==> src/rtl/disk_pio_pkg.sv <==
package disk_pio_pkg;
  typedef enum logic [1:0] {
    OP_OCP = 2'd0,
    OP_SKS = 2'd1,
    OP_INA = 2'd2,
    OP_OTA = 2'd3
  } io_op_e;

  typedef enum logic [1:0] {
    CW_IDLE = 2'd0,
    CW_ONE  = 2'd1,
    CW_TWO  = 2'd2
  } cw_stage_e;

  localparam int NUM_DRIVES = 8;
  localparam logic [3:0] FN_LAST_CMD = 4'd5;
  localparam logic [3:0] FN_STOP     = 4'd6;
  localparam logic [3:0] FN_RDSTAT   = 4'd7;
  localparam logic [3:0] FN_SEL_DMA  = 4'd8;
  localparam logic [3:0] FN_SEL_BUS  = 4'd9;
  localparam logic [3:0] FN_ACK_INT  = 4'd10;

  typedef struct packed {
    logic cmd;
    logic stop;
    logic rdstat;
    logic sel_dma;
    logic sel_bus;
    logic ackint;
    logic ina;
    logic ota;
    logic sks;
    logic bad;
  } dec_t;

  function automatic logic [3:0] drive_test_code(input int drv);
    return (drv == NUM_DRIVES - 1) ? 4'd7 : 4'(9 + drv);
  endfunction
endpackage

==> src/rtl/pio_fn_decode.sv <==
module pio_fn_decode
  import disk_pio_pkg::*;
(
  input  logic       valid,
  input  logic [1:0] op,
  input  logic [3:0] fnc,
  output dec_t       dec
);
  always_comb begin
    dec = '0;
    if (valid) begin
      unique case (io_op_e'(op))
        OP_OCP: begin
          if (fnc <= FN_LAST_CMD) dec.cmd = 1'b1;
          else if (fnc == FN_STOP) dec.stop = 1'b1;
          else if (fnc == FN_RDSTAT) dec.rdstat = 1'b1;
          else if (fnc == FN_SEL_DMA) dec.sel_dma = 1'b1;
          else if (fnc == FN_SEL_BUS) dec.sel_bus = 1'b1;
          else if (fnc == FN_ACK_INT) dec.ackint = 1'b1;
          else dec.bad = 1'b1;
        end
        OP_SKS: begin
          if (fnc == 4'd5 || fnc == 4'd6 || fnc == 4'd8) dec.bad = 1'b1;
          else dec.sks = 1'b1;
        end
        OP_INA: begin
          if (fnc != 4'd0) dec.bad = 1'b1;
          else dec.ina = 1'b1;
        end
        OP_OTA: begin
          if (fnc != 4'd0) dec.bad = 1'b1;
          else dec.ota = 1'b1;
        end
        default: dec.bad = 1'b1;
      endcase
    end
  end
endmodule

==> src/rtl/pio_cw_seq.sv <==
module pio_cw_seq
  import disk_pio_pkg::*;
#(
  parameter int DATA_W = 16
) (
  input  logic              clk,
  input  logic              rst_n,
  input  logic              start,
  input  logic              stop,
  input  logic              take,
  input  logic              done,
  input  logic [DATA_W-1:0] data,
  output cw_stage_e         stage,
  output logic              busy,
  output logic              cw_valid,
  output logic              cw_sel,
  output logic [DATA_W-1:0] cw_data
);
  always_ff @(posedge clk or negedge rst_n) begin
    if (!rst_n) begin
      stage    <= CW_IDLE;
      busy     <= 1'b0;
      cw_valid <= 1'b0;
      cw_sel   <= 1'b0;
      cw_data  <= '0;
    end else begin
      cw_valid <= 1'b0;
      if (stop) begin
        stage <= CW_IDLE;
        busy  <= 1'b0;
      end else if (start) begin
        stage <= CW_ONE;
      end else if (take && stage == CW_ONE) begin
        stage    <= CW_TWO;
        cw_valid <= 1'b1;
        cw_sel   <= 1'b0;
        cw_data  <= data;
      end else if (take && stage == CW_TWO) begin
        stage    <= CW_IDLE;
        busy     <= 1'b1;
        cw_valid <= 1'b1;
        cw_sel   <= 1'b1;
        cw_data  <= data;
      end else if (done) begin
        busy <= 1'b0;
      end
    end
  end

  assert_busy_idle_R4: assert property (@(posedge clk) disable iff (!rst_n)
    busy |-> stage == CW_IDLE);
  assert_second_word_R4: assert property (@(posedge clk) disable iff (!rst_n)
    (cw_valid && cw_sel) |-> busy);
endmodule

==> src/rtl/disk_pio_front.sv <==
module disk_pio_front
  import disk_pio_pkg::*;
#(
  parameter int DATA_W = 16,
  parameter int ERR_W  = 4
) (
  input  logic              clk,
  input  logic              rst_n,
  input  logic              io_valid,
  input  logic [1:0]        io_op,
  input  logic [3:0]        io_fnc,
  input  logic [DATA_W-1:0] io_wdata,
  output logic [DATA_W-1:0] io_rdata,
  output logic              io_skip,
  output logic              io_badfnc,
  input  logic [7:0]        drv_seeking,
  input  logic              xfer_done,
  input  logic [ERR_W-1:0]  err_set,
  input  logic              eor_strobe,
  output logic              busy,
  output logic              int_req,
  output logic              dma_mode,
  output logic              eor_flag,
  output logic              chan_req,
  output logic              cmd_start,
  output logic [3:0]        cmd_fnc,
  output logic              cw_valid,
  output logic              cw_sel,
  output logic [DATA_W-1:0] cw_data,
  output logic              xfer_abort
);
  localparam int SUM_BIT = DATA_W - 1;
  localparam int ERR_LSB = 2;

  dec_t        dec;
  cw_stage_e   stage;
  logic        ready_q;
  logic [ERR_W-1:0]  err_q;
  logic [DATA_W-1:0] buf_q;
  logic        any_err, cmd_go, rdstat_go, ota_take, done_hit, sks_hit;
  logic [NUM_DRIVES-1:0] drv_hit;
  logic [DATA_W-1:0] snap;

  pio_fn_decode u_dec (
    .valid(io_valid), .op(io_op), .fnc(io_fnc), .dec(dec)
  );

  assign any_err   = |err_q;
  assign cmd_go    = dec.cmd && !busy;
  assign rdstat_go = dec.rdstat && !busy;
  assign ota_take  = dec.ota && ready_q;
  assign done_hit  = xfer_done && busy && !dec.stop;

  pio_cw_seq #(.DATA_W(DATA_W)) u_seq (
    .clk(clk), .rst_n(rst_n), .start(cmd_go), .stop(dec.stop),
    .take(ota_take), .done(xfer_done), .data(io_wdata),
    .stage(stage), .busy(busy), .cw_valid(cw_valid),
    .cw_sel(cw_sel), .cw_data(cw_data)
  );

  for (genvar g = 0; g < NUM_DRIVES; g++) begin : g_drv
    assign drv_hit[g] = (io_fnc == drive_test_code(g)) && !drv_seeking[g];
  end

  always_comb begin
    unique case (io_fnc)
      4'd0:    sks_hit = ready_q;
      4'd1:    sks_hit = !int_req;
      4'd2:    sks_hit = !(busy || any_err);
      4'd3:    sks_hit = !any_err;
      4'd4:    sks_hit = !busy;
      default: sks_hit = |drv_hit;
    endcase
  end

  always_comb begin
    snap = '0;
    snap[1] = 1'b1;
    snap[ERR_LSB +: ERR_W] = err_q;
    snap[SUM_BIT] = any_err;
  end

  assign io_badfnc = dec.bad;
  assign io_skip   = (dec.sks && sks_hit) || ((dec.ina || dec.ota) && ready_q);
  assign io_rdata  = io_wdata | ((dec.ina && ready_q) ? buf_q : '0);

  always_ff @(posedge clk or negedge rst_n) begin
    if (!rst_n) begin
      ready_q    <= 1'b0;
      err_q      <= '0;
      buf_q      <= '0;
      int_req    <= 1'b0;
      dma_mode   <= 1'b0;
      eor_flag   <= 1'b0;
      chan_req   <= 1'b0;
      cmd_start  <= 1'b0;
      cmd_fnc    <= '0;
      xfer_abort <= 1'b0;
    end else begin
      if (rdstat_go || cmd_go || (ota_take && stage == CW_ONE))
        ready_q <= 1'b1;
      else if ((dec.ina || dec.ota) && ready_q)
        ready_q <= 1'b0;
      err_q <= (cmd_go ? '0 : err_q) | err_set;
      if (ota_take) buf_q <= io_wdata;
      else if (rdstat_go) buf_q <= snap;
      int_req  <= (int_req && !dec.ackint) || done_hit;
      if (dec.sel_dma) dma_mode <= 1'b1;
      else if (dec.sel_bus) dma_mode <= 1'b0;
      eor_flag   <= (eor_flag && !cmd_go) || eor_strobe;
      chan_req   <= rdstat_go && dma_mode;
      cmd_start  <= cmd_go;
      if (cmd_go) cmd_fnc <= io_fnc;
      xfer_abort <= dec.stop && busy;
    end
  end

  assert_skip_not_bad_R2: assert property (@(posedge clk) disable iff (!rst_n)
    !(io_skip && io_badfnc));
  assert_abort_idle_R5: assert property (@(posedge clk) disable iff (!rst_n)
    xfer_abort |-> !busy);
  assert_chanreq_dma_R7: assert property (@(posedge clk) disable iff (!rst_n)
    chan_req |-> $past(dma_mode));
  assert_cw_from_ota_R4: assert property (@(posedge clk) disable iff (!rst_n)
    cw_valid |-> $past(io_valid && io_op == 2'd3));
  assert_int_from_done_R13: assert property (@(posedge clk) disable iff (!rst_n)
    $rose(int_req) |-> $past(xfer_done));
  assert_start_not_busy_R3: assert property (@(posedge clk) disable iff (!rst_n)
    cmd_start |-> !$past(busy));
endmodule

==> config.mk <==
export PLATFORM = sky130hd
export DESIGN_NAME = disk_pio_front
export DESIGN_NICKNAME = d
export VERILOG_FILES = /design/src/rtl/disk_pio_pkg.sv /design/src/rtl/pio_fn_decode.sv /design/src/rtl/pio_cw_seq.sv /design/src/rtl/disk_pio_front.sv
export SDC_FILE = /design/constraint.sdc
export NUM_CORES = 1
export LEC_CHECK = 0
export ABC_AREA = 0
export BUFFER_PORTS_ARGS = -buffer_cell sky130_fd_sc_hd__buf_2
export CORE_MARGIN = 3
export CORE_UTILIZATION = 50
export DETAILED_ROUTE_END_ITERATION = 10
export GPL_TIMING_DRIVEN = 0
export PLACE_DENSITY_LB_ADDON = 0.08
export SLEW_MARGIN = 20
export SYNTH_ARGS = -nofsm -noshare
export SYNTH_HDL_FRONTEND = slang
export SYNTH_SLANG_ARGS = --single-unit
==> constraint.sdc <==
create_clock -name clk -period 2.7 [get_ports clk]
set_clock_uncertainty 0.05 [all_clocks]
set_input_delay 0.27 -clock clk [delete_from_list [all_inputs] [get_ports clk]]
set_output_delay 0.27 -clock clk [all_outputs]
set_load 0.02 [all_outputs]
==> run summary, run 1 <==
Status: completed
GRT overflow: 0
Synth cell count leaders: 52 x dfrtp_1, 25 x mux2_2, 22 x a21o_1
Reg-to-reg startpoint: u_seq.stage[0]$_DFFE_PN0P_
Rows: 24
Tightest Hold Check Type: input port to flip-flop
Psw: 0.000488 W
Maximum clock rate: 0.425 GHz
Synth Cell Area: 0.00248 mm²
RSZ-0062 raised after global routing: false
Final Max Tran Viols: 0
CTS sink cnt: 52
Htree depth: 2
FF-to-FF path depth: 4
Worst Setup End Kind: primary output
Initial antenna violation count: 0
Post-Syn Instances: 210
Total track usage: 19.6%
Reg-to-Reg End: u_seq.cw_data[12]$_DFFE_PN0P_
Hold worst-path end: eor_flag$_DFF_PN0_
CTS tree: yes
Post-layout nets: 340
Mapped Nets: 249
Pre-CTS setup slack: -0.152 ns
Post-synthesis sequential element count: 52
Rel. slew slack: 53.1%
Post-Syn Area per Cell: 11.8 µm²
Placed Area: 0.00298 mm²
Maximum capacitance violations: 0
Top-count cell post-synth: dfrtp_1
Peak VDD IR: 340 µV
Initial Utilization: 54.2%
Post-route DRC violation count: 0
Yosys warns: 0
CP Data Required Time: 2.38 ns
WS Path Type: input port to primary output
DIE AREA: 0.00583 mm²
Die width: 76.4 µm
First DRT Iteration DRCs: 94
Slew @ Worst Pin: 0.703 ns
Final setup vio count: 0
Area grow syn2layout: 25.0%
Clk pwr share: 27.1%
Antenna cells: 0
Top post-synthesis cells by area: dfrtp_1 53%, mux2_2 11%, a21o_1 6.7%, a22o_1 3.9%, nor2_1 2.1%
Total Routed Length: 5.58 mm
Sequential power share: 53.7%
Int Pwr: 0.00121 W
Via-per-instance ratio: 5.37
Clk buf depth: 2
Core area: 0.00456 mm²
Period utilization: 87.2%
Post-layout utilization of the core: 67.8%
Clock Tree Root: clkbuf_8
Layout cell share with drive strength beyond 1: 42.4%
Postcts setup bufs: 0
Hold Path Cell Cnt: 2
Synth area leader: dfrtp_1
Hold_sp: eor_strobe
Clock-pin transition on the worst setup and hold timing paths: 0.09 ns
Unique cell type count in the Yosys netlist: 50
Placer Congestion: 0.845
Top-area cell type share of the netlist area: 52.6%
Final Cell Area: 0.00310 mm²
Startpoint Class: input port
Leak: 1.66 nW
Cts bufs inserted: 5
Worst-skew pair later-pin latency: 0.30 ns
Synth Flop Type: dfrtp_1
First-pass GRT wire length: 9.41 mm
Switching Fraction: 28.7%
Final Worst Setup Slack: 0.346 ns
Vias in the first global route: 1962
PortBufs: 83
Final hold vios: 0
Combinational fraction of design power: 19.2%
CP Max Fanout: 10
Power Dens Cells: 550 mW/mm²
Post-DP HPWL: 4.16 mm
DR pass1 iterations: 4
Die Y: 76.4 µm
Crit path DAT: 2.03 ns
Ports: 86
Number of synthesized flops with an enable pin: 0
Largest net degree at the start of global routing: 53
Post-synthesis sequential area ratio: 52.6%
Ys async rst share: 100%
Register-to-register setup slack: 0.60 ns
DRT antenna net count: 0
Vias: 1972
DR WL/cell: 15.2 µm
Post-layout min period: 2.35 ns
[registers in the layout, indices dropped and copies added, names as in the netlist, 2 cells and up]
register,flops
err_q,4
u_seq.cw_data,16
cmd_fnc,4
u_seq.stage,2
buf_q,16
[cell usage in the layout, fill, tap and decap left out, types with 2 or more instances in the layout]
cell type,synthesis,routed
nor2_1,14,14
inv_1,5,5
clkbuf_8,0,6
buf_2,2,84
clkbuf_1,5,4
nand2b_1,4,4
a22o_1,11,11
a21oi_1,4,4
and2_1,2,2
nand3_1,2,2
nor4_1,2,2
buf_6,2,2
dfrtp_1,52,52
o21ai_0,6,6
mux2i_1,3,3
and3_1,3,3
nand4_1,4,4
mux2_2,25,25
a21o_1,22,22
clkinvlp_4,0,2
nand2_1,10,10
[routing by layer]
layer  share of wire [%]  vias to the layer above  track usage [%]
met1                  44                      954             25.6
met2                  50                       59             33.5
met4                0.65                        0             3.62
met3                 5.6                        7             4.73
li1                    -                      952                -
met5                   0                        -                0
[stage by stage]
| stage | hold slack, ns | power, W | instances | setup TNS, ns |
|---|---|---|---|---|
| after floorplan | -0.0756 | 0.00112 | 210 | 0 |
| after global placement | 0.395 | 0.00124 | 358 | -1.11 |
| after detailed placement | 0.291 | 0.00125 | 358 | -1.35 |
| after CTS | 0.0864 | 0.00172 | 367 | 0 |
| after global routing | 0.0935 | 0.00179 | 367 | 0 |
| final | 0.0907 | 0.00170 | 367 | 0 |
[layout make-up]
type,count,area [µm²]
Buffer,11,71.3
Clock buffer,6,82.6
Clock inverter,2,15.0
Fill cell,381,1470
Inverter,5,18.8
Multi-Input combinational cell,142,1100
Sequential cell,52,1300
Tap cell,65,81.3
Timing Repair Buffer,84,428
[worst max path at each step]
stage	from	end	slack [ns]
6_report	io_fnc[0]	io_rdata[7]	0.35
5_1_grt	io_fnc[0]	io_rdata[7]	0.12
4_1_cts	io_fnc[0]	io_rdata[7]	0.10
3_5_place_dp	io_fnc[0]	io_rdata[7]	-0.15
3_3_place_gp	io_fnc[0]	io_rdata[12]	-0.12
2_1_floorplan	io_fnc[0]	io_rdata[10]	0.50
[cell families (layout without fill, tap and decap cells)]
kind of cell              Yosys count  after routing  synth area share, %
and+or+nand+nor                    54             54                 12.4
buffers and inverters              16            108                 3.59
AOI/OAI and AO/OA                  56             56                 17.1
muxes                              30             30                 13.6
DFF                                52             52                 52.6
xor gates and xnor gates            2              2                0.708
[power by group through the flow]
stage / clock, W / sequential (W) / combinational, W
after floorplan: 0 / 0.000963 / 0.000156
after global placement: 0 / 0.000923 / 0.000321
after detailed placement: 0 / 0.000928 / 0.000327
after CTS: 0.000472 / 0.000914 / 0.000330
after global routing: 0.000503 / 0.000926 / 0.000358
final: 0.000462 / 0.000913 / 0.000327
[critical path, cell delays in order]
cell and delay (ns):
clkbuf_1 0.20, nor2_1 0.28, nand3_1 0.28, nor3_4 0.38, clkbuf_2 0.29, a21o_1 0.16
buf_2 0.16
[what timing repair did]
item | CTS | global route
gates resized for setup | 1 | 3
hold endpoints to repair | 52 | 0
hold buffers | 1 | 0
setup endpoints to repair | 10 | 10
Note: power is estimated with default switching activity, not from simulation.
==> run 2: changes to the inputs <==
- SLEW_MARGIN: 20 -> not set
- SYNTH_HIERARCHICAL: not set -> 1
==> run 2 against run 1 <==
  * Via count rose by 1.3%
  * Largest cell class unchanged
  * Area after synthesis rose by 1.8%
  * Combinational power rose by 4%
  * Largest power group unchanged
  * Worst hold slack got worse by 0.0026 ns
  * Clock-buffer cell count fell by 1
  * Global-route usage rose by 0.14 points
  * First-iteration DRC count rose by 19%
  * Wire length rose by 1.6%
  * Power rose by 0.86%
  * Setup slack got worse by 0.11 ns
==> run summary, run 2 <==
Status: completed (unchanged)
FF-to-FF path depth: 7 (was 4)
Post-synthesis sequential area ratio: 51.6% (was 52.6%)
CTS tree: yes (unchanged)
Post-Syn Instances: 218 (was 210)
Clock Tree Root: clkbuf_8 (unchanged)
Hold_sp: eor_strobe (unchanged)
Postcts setup bufs: 0 (unchanged)
Cts bufs inserted: 5 (unchanged)
Clk buf depth: 2 (unchanged)
Placer Congestion: 0.820 (was 0.845)
Clock-pin transition on the worst setup and hold timing paths: 0.09 ns (about the same)
CP Max Fanout: 13 (was 10)
Unique cell type count in the Yosys netlist: 46 (was 50)
Met3 WL post-DR: 373 µm (was 314 µm)
Post-layout min period: 2.46 ns (was 2.35 ns)
CTS sink cnt: 52 (unchanged)
Power Dens Cells: 551 mW/mm² (was 550 mW/mm²)
DRT antenna net count: 0 (unchanged)
Final hold vios: 0 (unchanged)
Peak VDD IR: 267 µV (was 340 µV)
Post-layout utilization of the core: 65.0% (was 67.8%)
Most frequent cells in the layout: 87 x buf_2, 52 x dfrtp_1, 22 x a21o_1 (was 84 x buf_2, 52 x dfrtp_1, 25 x mux2_2)
Final setup vio count: 0 (unchanged)
WS Path Type: input port to flip-flop (was input port to primary output)
Top Registers: buf_q (16), u_seq/cw_data (16) (was buf_q (16), u_seq.cw_data (16))
Die Y: 77.0 µm (was 76.4 µm)
Synth area leader: dfrtp_1 (unchanged)
Total Routed Length: 5.66 mm (was 5.58 mm)
Synth Cell Area: 0.00252 mm² (was 0.00248 mm²)
Synth Flop Type: dfrtp_1 (unchanged)
Initial Utilization: 52.7% (was 54.2%)
Post-Syn Area per Cell: 11.6 µm² (was 11.8 µm²)
Post-DP HPWL: 4.03 mm (was 4.16 mm)
Startpoint Class: input port (unchanged)
First DRT Iteration DRCs: 112 (was 94)
Crit path DAT: 2.61 ns (was 2.03 ns)
RSZ-0062 raised after global routing: false (unchanged)
DR pass1 iterations: 4 (unchanged)
Core area: 0.00479 mm² (was 0.00456 mm²)
Top post-synthesis cells by area: dfrtp_1 52%, a21o_1 6.6%, mux2_4 5.4%, mux2_2 4.0%, a22o_1 3.5% (was dfrtp_1 53%, mux2_2 11%, a21o_1 6.7%, a22o_1 3.9%, nor2_1 2.1%)
Via-per-instance ratio: 5.33 (was 5.37)
Hold Path Cell Cnt: 2 (unchanged)
Final Worst Setup Slack: 0.235 ns (was 0.346 ns)
GRT overflow: 0 (unchanged)
Setup crit start: io_fnc[0] (unchanged)
Top-count cell post-synth: dfrtp_1 (unchanged)
Maximum capacitance violations: 0 (unchanged)
Vias: 1997 (was 1972)
Highest Signal Layer: met4 (unchanged)
Final std cells w/o fill: 375 (was 367)
Post-synthesis sequential element count: 52 (unchanged)
Rows: 25 (was 24)
Register-to-register setup slack: 0.44 ns (was 0.60 ns)
Worst-skew pair later-pin latency: 0.30 ns (about the same)
Hold worst-path end: eor_flag$_DFF_PN0_ (unchanged)
First-pass GRT wire length: 9.33 mm (was 9.41 mm)
Period utilization: 91.3% (was 87.2%)
Total track usage: 19.7% (was 19.6%)
DIE AREA: 0.00593 mm² (was 0.00583 mm²)
Largest net degree at the start of global routing: 53 (unchanged)
Number of synthesized flops with an enable pin: 0 (unchanged)
Worst Setup End Kind: flip-flop (was primary output)
Synth cell count leaders: 52 x dfrtp_1, 22 x a21o_1, 15 x nand2_1 (was 52 x dfrtp_1, 25 x mux2_2, 22 x a21o_1)
Reg-to-reg startpoint: u_seq/busy$_DFFE_PN0P_ (was u_seq.stage[0]$_DFFE_PN0P_)
Initial antenna violation count: 0 (unchanged)
Reg-to-Reg End: u_seq/cw_data[4]$_DFFE_PN0P_ (was u_seq.cw_data[12]$_DFFE_PN0P_)
Ports: 86 (unchanged)
Final Max Tran Viols: 0 (unchanged)
PortBufs: 84 (was 83)
Mapped Nets: 257 (was 249)
Post-route DRC violation count: 0 (unchanged)
Layout cell share with drive strength beyond 1: 40.9% (was 42.4%)
Antenna cells: 0 (unchanged)
Leak: 1.65 nW (was 1.66 nW)
Post-layout nets: 346 (was 340)
Area grow syn2layout: 23.5% (was 25.0%)
Slew @ Worst Pin: 1.12 ns (was 0.703 ns)
Met1 wire length: 2.59 mm (was 2.44 mm)
Maximum clock rate: 0.406 GHz (was 0.425 GHz)
Tightest Hold Check Type: input port to flip-flop (unchanged)
Ys async rst share: 100% (unchanged)
Die width: 77.0 µm (was 76.4 µm)
Yosys warns: 6 (was 0)
Top-area cell type share of the netlist area: 51.6% (was 52.6%)
Commonest non-fill, non-tap cell in the layout: buf_2 (unchanged)
DR WL/cell: 15.1 µm (was 15.2 µm)
Placed Cells: 369 (was 358)
Metal2 WL: 2.63 mm (was 2.78 mm)
Rel. slew slack: 25.4% (was 53.1%)
Cts hold-fix bufs: 0 (was 1)
Vias in the first global route: 1869 (was 1962)
Pre-CTS setup slack: -0.552 ns (was -0.152 ns)
Fin Hold WS: 0.0881 ns (was 0.0907 ns)
CP Data Required Time: 2.85 ns (was 2.38 ns)
Htree depth: 2 (unchanged)
## run 2: cell types whose count changed after synthesis, sizes merged, moves of 3 or more
cell | previous run | this run
nand4 | 4 | 0
nor3b | 1 | 7
nand2 | 10 | 16
mux2 | 27 | 19
mux2i | 3 | 7
and3 | 3 | 0
and2 | 2 | 5
nor2 | 14 | 7
o21ai | 6 | 13
a21oi | 4 | 7
nand3b | 0 | 4
## run 2: kinds of logic after synthesis
kind of cell	after synthesis	share of synthesized area (%)
compound gates	65	18.7
xor+xnor	1	0.347
buf+inv	19	3.87
flops	52	51.6
mux	26	12.6
simple gates	55	12.9
## run 2: worst max path at each step
stage	end	slack, ns	depth (start not counted)
floorplan	u_seq/cw_data[10]$_DFFE_PN0P_	0.05	11
global placement	u_seq/cw_data[10]$_DFFE_PN0P_	-0.51	12
detailed placement	u_seq/cw_data[11]$_DFFE_PN0P_	-0.55	12
CTS	io_rdata[8]	0.08	10
global route	u_seq/cw_data[4]$_DFFE_PN0P_	0.005	11
finish	u_seq/cw_data[4]$_DFFE_PN0P_	0.24	11
## run 2: critical path: stages
cell and delay (ns):
buf_2 0.13, buf_6 0.13, nor4_1 0.25, nand2_1 0.13, nor2_1 0.18, and2_2 0.28
buf_2 0.29, nor3b_4 0.25, nand2_2 0.19, buf_6 0.22, mux2_4 0.30
## run 2: through the flow
step | total power (W) | TNS, ns | cell area (µm²)
floorplan | 0.00114 | 0 | 2520
CTS | 0.00174 | 0 | 3110
detailed placement | 0.00129 | -7.94 | 3030
global route | 0.00182 | 0 | 3110
global placement | 0.00128 | -7.35 | 3030
finish | 0.00172 | 0 | 3110
## run 2: cell type report
type | instances | area, µm²
buffer | 10 | 66.3
fill | 433 | 1670
sequential | 52 | 1300
clock buffer | 5 | 68.8
multi-input combinational | 147 | 1120
clock inverter | 3 | 21.3
tap | 67 | 83.8
inverter | 7 | 26.3
timing repair buffer | 84 | 420
## run 2: power by group
group / switching, W / total [W] / internal (W)
logic: 0.000188 / 0.000341 / 0.000153
registers: 0.0000605 / 0.000930 / 0.000870
clock network: 0.000261 / 0.000446 / 0.000184
## run 2: timing repair
action | CTS | global route
endpoints found under the setup margin | 26 | 19
hold endpoints to repair | 0 | 0
pin swaps | 0 | 0
resized for setup | 2 | 3
## run 2: per-layer routing
metal	GRT usage [%]	vias to the layer above
met4	7.12	0
met2	28.7	54
li1	-	968
met3	4.81	7
met5	0	-
met1	28.8	968
